## src/rtl/dds_tuning_decoder.sv

```systemverilog
module dds_tuning_decoder #(
  parameter int HALF_W  = 14,
  parameter int PHASE_W = 12
) (
  input  logic                  clk,
  input  logic                  rst_n,
  input  logic                  cmd_valid,
  input  logic [HALF_W+1:0]     cmd_word,
  output logic [HALF_W-1:0]     ctrl_word,
  output logic                  paired_mode,
  output logic [2*HALF_W-1:0]   freq0,
  output logic [2*HALF_W-1:0]   freq1,
  output logic [PHASE_W-1:0]    phase0,
  output logic [PHASE_W-1:0]    phase1,
  output logic                  reg_update
);
  localparam int FREQ_W  = 2 * HALF_W;
  localparam int WORD_W  = HALF_W + 2;
  localparam int MODE_B  = HALF_W - 1;
  localparam int HALF_B  = HALF_W - 2;
  localparam int PSEL_B  = HALF_W - 1;

  logic [HALF_W-1:0] ctrl_q;
  logic [FREQ_W-1:0] freq_q [2];
  logic [PHASE_W-1:0] ph_q [2];
  logic [HALF_W-1:0] stage_q;
  logic              pend_q, pend_sel_q, upd_q;

  wire [1:0]        tgt     = cmd_word[WORD_W-1 -: 2];
  wire [HALF_W-1:0] payload = cmd_word[HALF_W-1:0];
  wire is_ctrl  = cmd_valid && (tgt == 2'b00);
  wire is_freq  = cmd_valid && (tgt == 2'b01 || tgt == 2'b10);
  wire is_ph    = cmd_valid && (tgt == 2'b11);
  wire fsel     = tgt[1];
  wire paired   = ctrl_q[MODE_B];
  wire commit   = is_freq && paired && pend_q && (pend_sel_q == fsel);
  wire stage_in = is_freq && paired && !commit;

  always_ff @(posedge clk or negedge rst_n) begin
    if (!rst_n) begin
      ctrl_q     <= '0;
      freq_q[0]  <= '0;
      freq_q[1]  <= '0;
      ph_q[0]    <= '0;
      ph_q[1]    <= '0;
      stage_q    <= '0;
      pend_q     <= 1'b0;
      pend_sel_q <= 1'b0;
      upd_q      <= 1'b0;
    end else begin
      upd_q <= (is_freq && !stage_in) || is_ph;
      if (is_ctrl) ctrl_q <= payload;
      if (cmd_valid) pend_q <= stage_in;
      if (stage_in) begin
        stage_q    <= payload;
        pend_sel_q <= fsel;
      end
      if (commit)
        freq_q[fsel] <= {payload, stage_q};
      else if (is_freq && !paired) begin
        if (ctrl_q[HALF_B]) freq_q[fsel][FREQ_W-1:HALF_W] <= payload;
        else                freq_q[fsel][HALF_W-1:0]      <= payload;
      end
      if (is_ph) ph_q[cmd_word[PSEL_B]] <= cmd_word[PHASE_W-1:0];
    end
  end

  assign ctrl_word   = ctrl_q;
  assign paired_mode = ctrl_q[MODE_B];
  assign freq0       = freq_q[0];
  assign freq1       = freq_q[1];
  assign phase0      = ph_q[0];
  assign phase1      = ph_q[1];
  assign reg_update  = upd_q;


  ctrl_hold_chk: assert property (@(posedge clk) disable iff (!rst_n)
    !(cmd_valid && cmd_word[WORD_W-1 -: 2] == 2'b00) |=> $stable(ctrl_word));

  stage_hold_chk: assert property (@(posedge clk) disable iff (!rst_n)
    (cmd_valid && cmd_word[WORD_W-1 -: 2] == 2'b01 && paired_mode && !pend_q) |=> $stable(freq0));

  stage_drop_chk: assert property (@(posedge clk) disable iff (!rst_n)
    (pend_q && cmd_valid && cmd_word[WORD_W-1 -: 2] == 2'b11) |=> !pend_q);

  phase_hold_chk: assert property (@(posedge clk) disable iff (!rst_n)
    !(cmd_valid && cmd_word[WORD_W-1 -: 2] == 2'b11) |=> ($stable(phase0) && $stable(phase1)));

  pulse_src_chk: assert property (@(posedge clk) disable iff (!rst_n)
    reg_update |-> ($past(cmd_valid) && $past(cmd_word[WORD_W-1 -: 2]) != 2'b00));

  idle_hold_chk: assert property (@(posedge clk) disable iff (!rst_n)
    !cmd_valid |=> ($stable(freq0) && $stable(freq1) && $stable(ctrl_word) && !reg_update));
endmodule

```

## config.mk

```make
export PLATFORM = sky130hd
export DESIGN_NAME = dds_tuning_decoder
export DESIGN_NICKNAME = d
export VERILOG_FILES = /design/src/rtl/dds_tuning_decoder.sv
export SDC_FILE = /design/constraint.sdc
export NUM_CORES = 1
export LEC_CHECK = 0
export ABC_CLOCK_PERIOD_IN_PS = 1600
export BUFFER_PORTS_ARGS = -buffer_cell sky130_fd_sc_hd__buf_2
export CAP_MARGIN = 10
export CORE_UTILIZATION = 30
export CTS_CLUSTER_SIZE = 10
export DETAILED_ROUTE_END_ITERATION = 10
export SLEW_MARGIN = 25
export SYNTH_ARGS = -nofsm -noshare
export SYNTH_HDL_FRONTEND = slang
export SYNTH_SLANG_ARGS = --single-unit
```

## constraint.sdc

```tcl
create_clock -name clk -period 1.6 [get_ports clk]
set_input_delay 0.16 -clock clk [delete_from_list [all_inputs] [get_ports clk]]
set_output_delay 0.16 -clock clk [all_outputs]
set_load 0.02 [all_outputs]
```

[Word level (Yosys, flattened, before mapping)]
Index checks and enable logic that the tools add are counted.
Word-level totals
  flip-flop bits (word level): 111
  bits of input ports: 19
  output and inout port bits: 96
  word-level logic and storage cells: 52
Cells by class
  order comparisons: 4
  equality and inequality tests: 4
  multiplexer cells: 15
  bitwise operators: 2
  reduce and logical (&&, ||, !) cells: 18
Operator list (number)
  56-bit bitwise mux: 3
  56-bit 2-to-1 mux: 3
  28-bit demux with 1-bit select: 3
  28-bit 2-to-1 mux: 2
  24-bit bitwise mux: 1
  14-bit 2-to-1 mux: 1
  12-bit demux with 1-bit select: 1
  12-bit 2-to-1 mux: 1
  1-bit logical AND: 11
  2-bit equality test (second input constant): 2
  2-bit greater-or-equal comparator (second input constant): 2
  2-bit by 1-bit less-than comparator with 1-bit output (second input constant): 2
  1-bit inverter with 2-bit output: 2
  1-bit logical NOT: 3
  2-bit by 1-bit equality test with 1-bit output (second input constant): 1
  2-bit logical NOT: 1
  1-bit logical OR: 2
  2-bit nonzero test: 1
  1-bit equality test: 1

[Logic depth before layout (Yosys ltp)]
  depth in word-level cells: 11
  gate-level depth with buffers: 8
  mapped depth without buffers: 6

[Worst setup path after synthesis]
No wires, ideal clock.
  path kind: register to register
  from: register ctrl_q[13], in the netlist ctrl_word[13]
  to: register freq_q, in the netlist freq1[11]
  setup time: 0.125 ns
  data arrival time: 1.720 ns
  required time: 1.475 ns
  setup slack: -0.245 ns
  stages on the path, launching flop included: 7
  path buffers: 2
  clock period less this slack: 1.845 ns
  cells stage by stage: dfrtp_1 and4_1 buf_4 o21a_1 buf_2 a22o_1 mux2_4
Between the ends
  cells in the longest elaborated chain, start to end: 4
  elaborated cells on any way between the ends: 7
  classes of those cells: 1 x mux; 6 x reduce/logical
RTL lines
  start, declared: line 23  | logic [HALF_W-1:0] ctrl_q;
  start signal, assigned: line 52  | if (is_ctrl) ctrl_q <= payload;
  1-bit logical AND (3 in a row): line 36  | wire commit = is_freq && paired && pend_q && (pend_sel_q == fsel);
  56-bit 2-to-1 mux or 2-bit nonzero test (tied branches)
  end signal, assigned by index: line 59  | freq_q[fsel] <= {payload, stage_q};
  end signal, assigned by index: line 61  | if (ctrl_q[HALF_B]) freq_q[fsel][FREQ_W-1:HALF_W] <= payload;
  end signal, assigned by index: line 62  | else freq_q[fsel][HALF_W-1:0] <= payload;
  end, declared: line 24  | logic [FREQ_W-1:0] freq_q [2];
Parallel ways exist; a longest one is shown, timed or not.
A chain may end at the register's enable or synchronous reset.

[Final worst setup path]
  from: register pend_sel_q
  to: register stage_q[9]
Between the ends
  cells in the longest elaborated chain, start to end: 4
RTL lines
  start, declared: line 27  | logic pend_q, pend_sel_q, upd_q;
  start signal, assigned: line 56  | pend_sel_q <= fsel;
  1-bit equality test: line 36
  1-bit logical AND: line 36
  1-bit logical NOT: line 37  | wire stage_in = is_freq && paired && !commit;
  1-bit logical AND: line 37
  end signal, assigned: line 55  | stage_q <= payload;
  end, declared: line 26  | logic [HALF_W-1:0] stage_q;
Every way passes these cells.

==> reports/metrics.csv <==
stage,metric,value,unit
sta,finalSetupViolCount,2,
detailed_routing,route.met2.wl,5580,um
detailed_routing,wl_met1,5440,um
global_route,grt_pass1_wl,18100,um
detailed_routing,vias,3152,
synthesis,synth_top_area_share,57.6,%
finish,fin_nets,484,
detailed_routing,drtIter0Drc,78,
worst_setup_path,endpoint_kind,flip-flop,
synthesis,synthTopCellsByCount,"dfrtp_1 (111), mux2_2 (68), mux2_4 (40), nand3_1 (17), nand2_1 (16)",
synthesis,ys_types,31,
synthesis,yosysWarnings,0,
finish,final_area,6420,um2
synthesis,muxShareOfSynthArea,28.3,%
finish,diodes,0,
detailed_routing,wl_met3,660,um
floorplanning,rows,45,
clock_network,clkSinkCount,111,
sta,slew-limit-headroom,69.4,%
clock_network,htree_levels,3,
outcome,status,"complete, but fails checks",
synthesis,synth-xor-area-share,0.570,%
synthesis,yosys.cell_count.top_type,dfrtp_1,
worst_setup_path,critPathKind,reg -> reg,
synthesis,yosysTopAreaCell,dfrtp_1,
clock_network,cts_tree,done,
global_route,grt_max_degree,52,
outcome,violations,negative setup slack,
detailed_routing,finalWirelength,11800,um
detailed_routing,wl_per_cell,17.4,um
power_and_ir_drop,vdd_drop_max,0.792,mV
floorplanning,core_area,15400,um2
clock_network,clk_pin_slew_worst_paths,70,ps
finish,syn_to_final_growth,33.0,%
sta,period_share,101,%
synthesis,synth_area_leaders,"dfrtp_1 (58%), mux2_2 (16%), mux2_4 (12%)",
synthesis,synth_fp_nets,344,
synthesis,async_flop_share,100,%
clock_network,clock-root-buffer,clkbuf_16,
floorplanning,start_util,31.3,%
power_and_ir_drop,leakage,3.07,nW
sta,finClkSkew,7.54,ps
detailed_routing,viasPerCell,4.64,
global_route,grtUsageTotal,14.6,%
place,place_inst,659,
global_route,grt-ovfl-total,0,
hold_path,hp-class,in -> reg,
sta,slew_viol_final,0,
synthesis,synth_top_family_by_area,multiplexers,
place,hpwl,8370,um
detailed_routing,drtPass1Iterations,4,
clock_network,cts_buffers,9,
place,place_congestion,0.827,
detailed_routing,top_layer_used,met4,
power_and_ir_drop,power.total,10.6,mW
job,max-cap-violations,0,
sta,fin_crit,1620,ps
worst_setup_path,crit_required,1840,ps
floorplanning,die-height,129,um
sta,setup_ws,-18.2,ps
synthesis,synthesis.area,4830,um2
finish,drive_gt1_share,61.5,%
clock_network,cts_max_path_buffers,2,
floorplanning,die_w,129,um
detailed_routing,drc,0,
synthesis,ys_ff_latch,111,
synthesis,synth_enable_flop_cells,0,
sta,max_freq,0.618,GHz
synthesis,synth_fa_ha_area_share,0.519,%
global_route,antenna_found_initial,0,
synthesis,yosysSeqAreaShare,57.6,%
clock_network,worstSkewPairLatency,350,ps
worst_setup_path,crit_arrival,1860,ps
worst_setup_path,start_kind,flip-flop,
synthesis,avgSynthCellArea,14.9,um2
place,dpl_cell_area,5940,um2
finish,instances_no_fill,679,
synthesis,synthCells,323,
sta,finalHoldViolCount,0,
synthesis,synth_ff_type,dfrtp_1,
sta,tightest_slew,459,ps
floorplanning,fp.dieArea,16600,um2
global_route,grt_pass1_vias,3273,
detailed_routing,ant_nets,0,
floorplanning,ios,115,
synthesis,synth_simple_gate_area_share,4.30,%
worst_setup_path,worstPathMaxFanout,14,
power_and_ir_drop,power_density,1650,nW/um2
place,port_buffers,114,
synthesis,synth_compound_area_share,6.25,%
sta,rsz0062_at_grt,true,
==> path summary, 6_finish.rpt <==
kind	to	depth (start not counted)	start	slack (ps)
setup reg to reg	stage_q[9]	5	pend_sel_q	-20
hold / removal	freq0[26]	2	cmd_word[12]	180
max in group asynchronous	freq0[17]	3	rst_n	670
min in group asynchronous	freq0[8]	2	rst_n	300
hold reg to reg	ctrl_word[0]	1	ctrl_word[0]	510
setup / recovery	stage_q[9]	5	pend_sel_q	-20
==> layout make-up <==
cell class	instances	area (um2)
inverters	3	15.0
multi-input cells	193	2100
fillers	1472	9010
flip-flops and latches	111	2780
clock buffers	11	243
well taps	211	264
clock inverters	5	57.6
repair buffers	145	957
==> critical path, stage by stage (launching register included) <==
cell and delay, ps:
dfrtp_2 440, xnor2_4 180, buf_6 160, a21oi_4 180, buf_12 190, mux2_2 340
==> sequential cells by signal (all words and copies together), names as in the netlist <==
name        cells
phase1         12
pend_q          1
stage_q        14
freq0          28
pend_sel_q      1
ctrl_word      14
phase0         12
freq1          28
reg_update      1
==> cells in the final DEF, fill, tap and decap left out, types with 9 or more instances in the layout <==
cell type  synthesis  final
buf_2              2    113
dfrtp_1          111    108
mux2_4            40     66
mux2_2            68     42
nand3_1           17     17
buf_4              3     17
nand2_1           16     16
a22o_1            14     14
buf_12             0     11
o21ai_1            1     10
clkbuf_16          0      9
==> what timing repair did <==
item	in CTS	in global routing
resized for setup	10	36
setup buffers	1	1
hold buffers	1	0
endpoints found under the hold margin	30	0
gates cloned	0	1
setup endpoints to repair	46	67
pin swaps	2	2
==> power by group <==
part	total [mW]	internal, mW	switching [mW]
registers	4.37	3.76	0.605
logic	3.94	1.91	2.03
clock network	2.25	1.26	0.995
==> stage by stage <==
step	TNS, ps	worst slack [ps]	hold slack (ps)	util [%]
after CTS	0	7.23	176	40.8
after detailed placement	-12870	-447	139	38.5
after floorplan	-3500	-88.1	-136	-
final	-18.7	-18.2	183	41.6
after global routing	-2280	-67.4	174	41.6
after global placement	-11490	-399	141	38.5
==> cell families after synthesis <==
kind of cell / after synthesis
AND/OR/NAND/NOR: 43
flip-flops: 111
XOR/XNOR: 1
buffers and inverters: 20
adder cells (fa/ha/maj): 2
multiplexers: 108
AO/OA/AOI/OAI: 38
==> per-layer routing <==
layer	track usage (%)	up-vias
met4	4.22	0
met5	0	-
li1	-	1434
met3	4.91	10
met1	18.5	1618
met2	23.6	90
No activity file was read; power rests on OpenSTA's default activity.
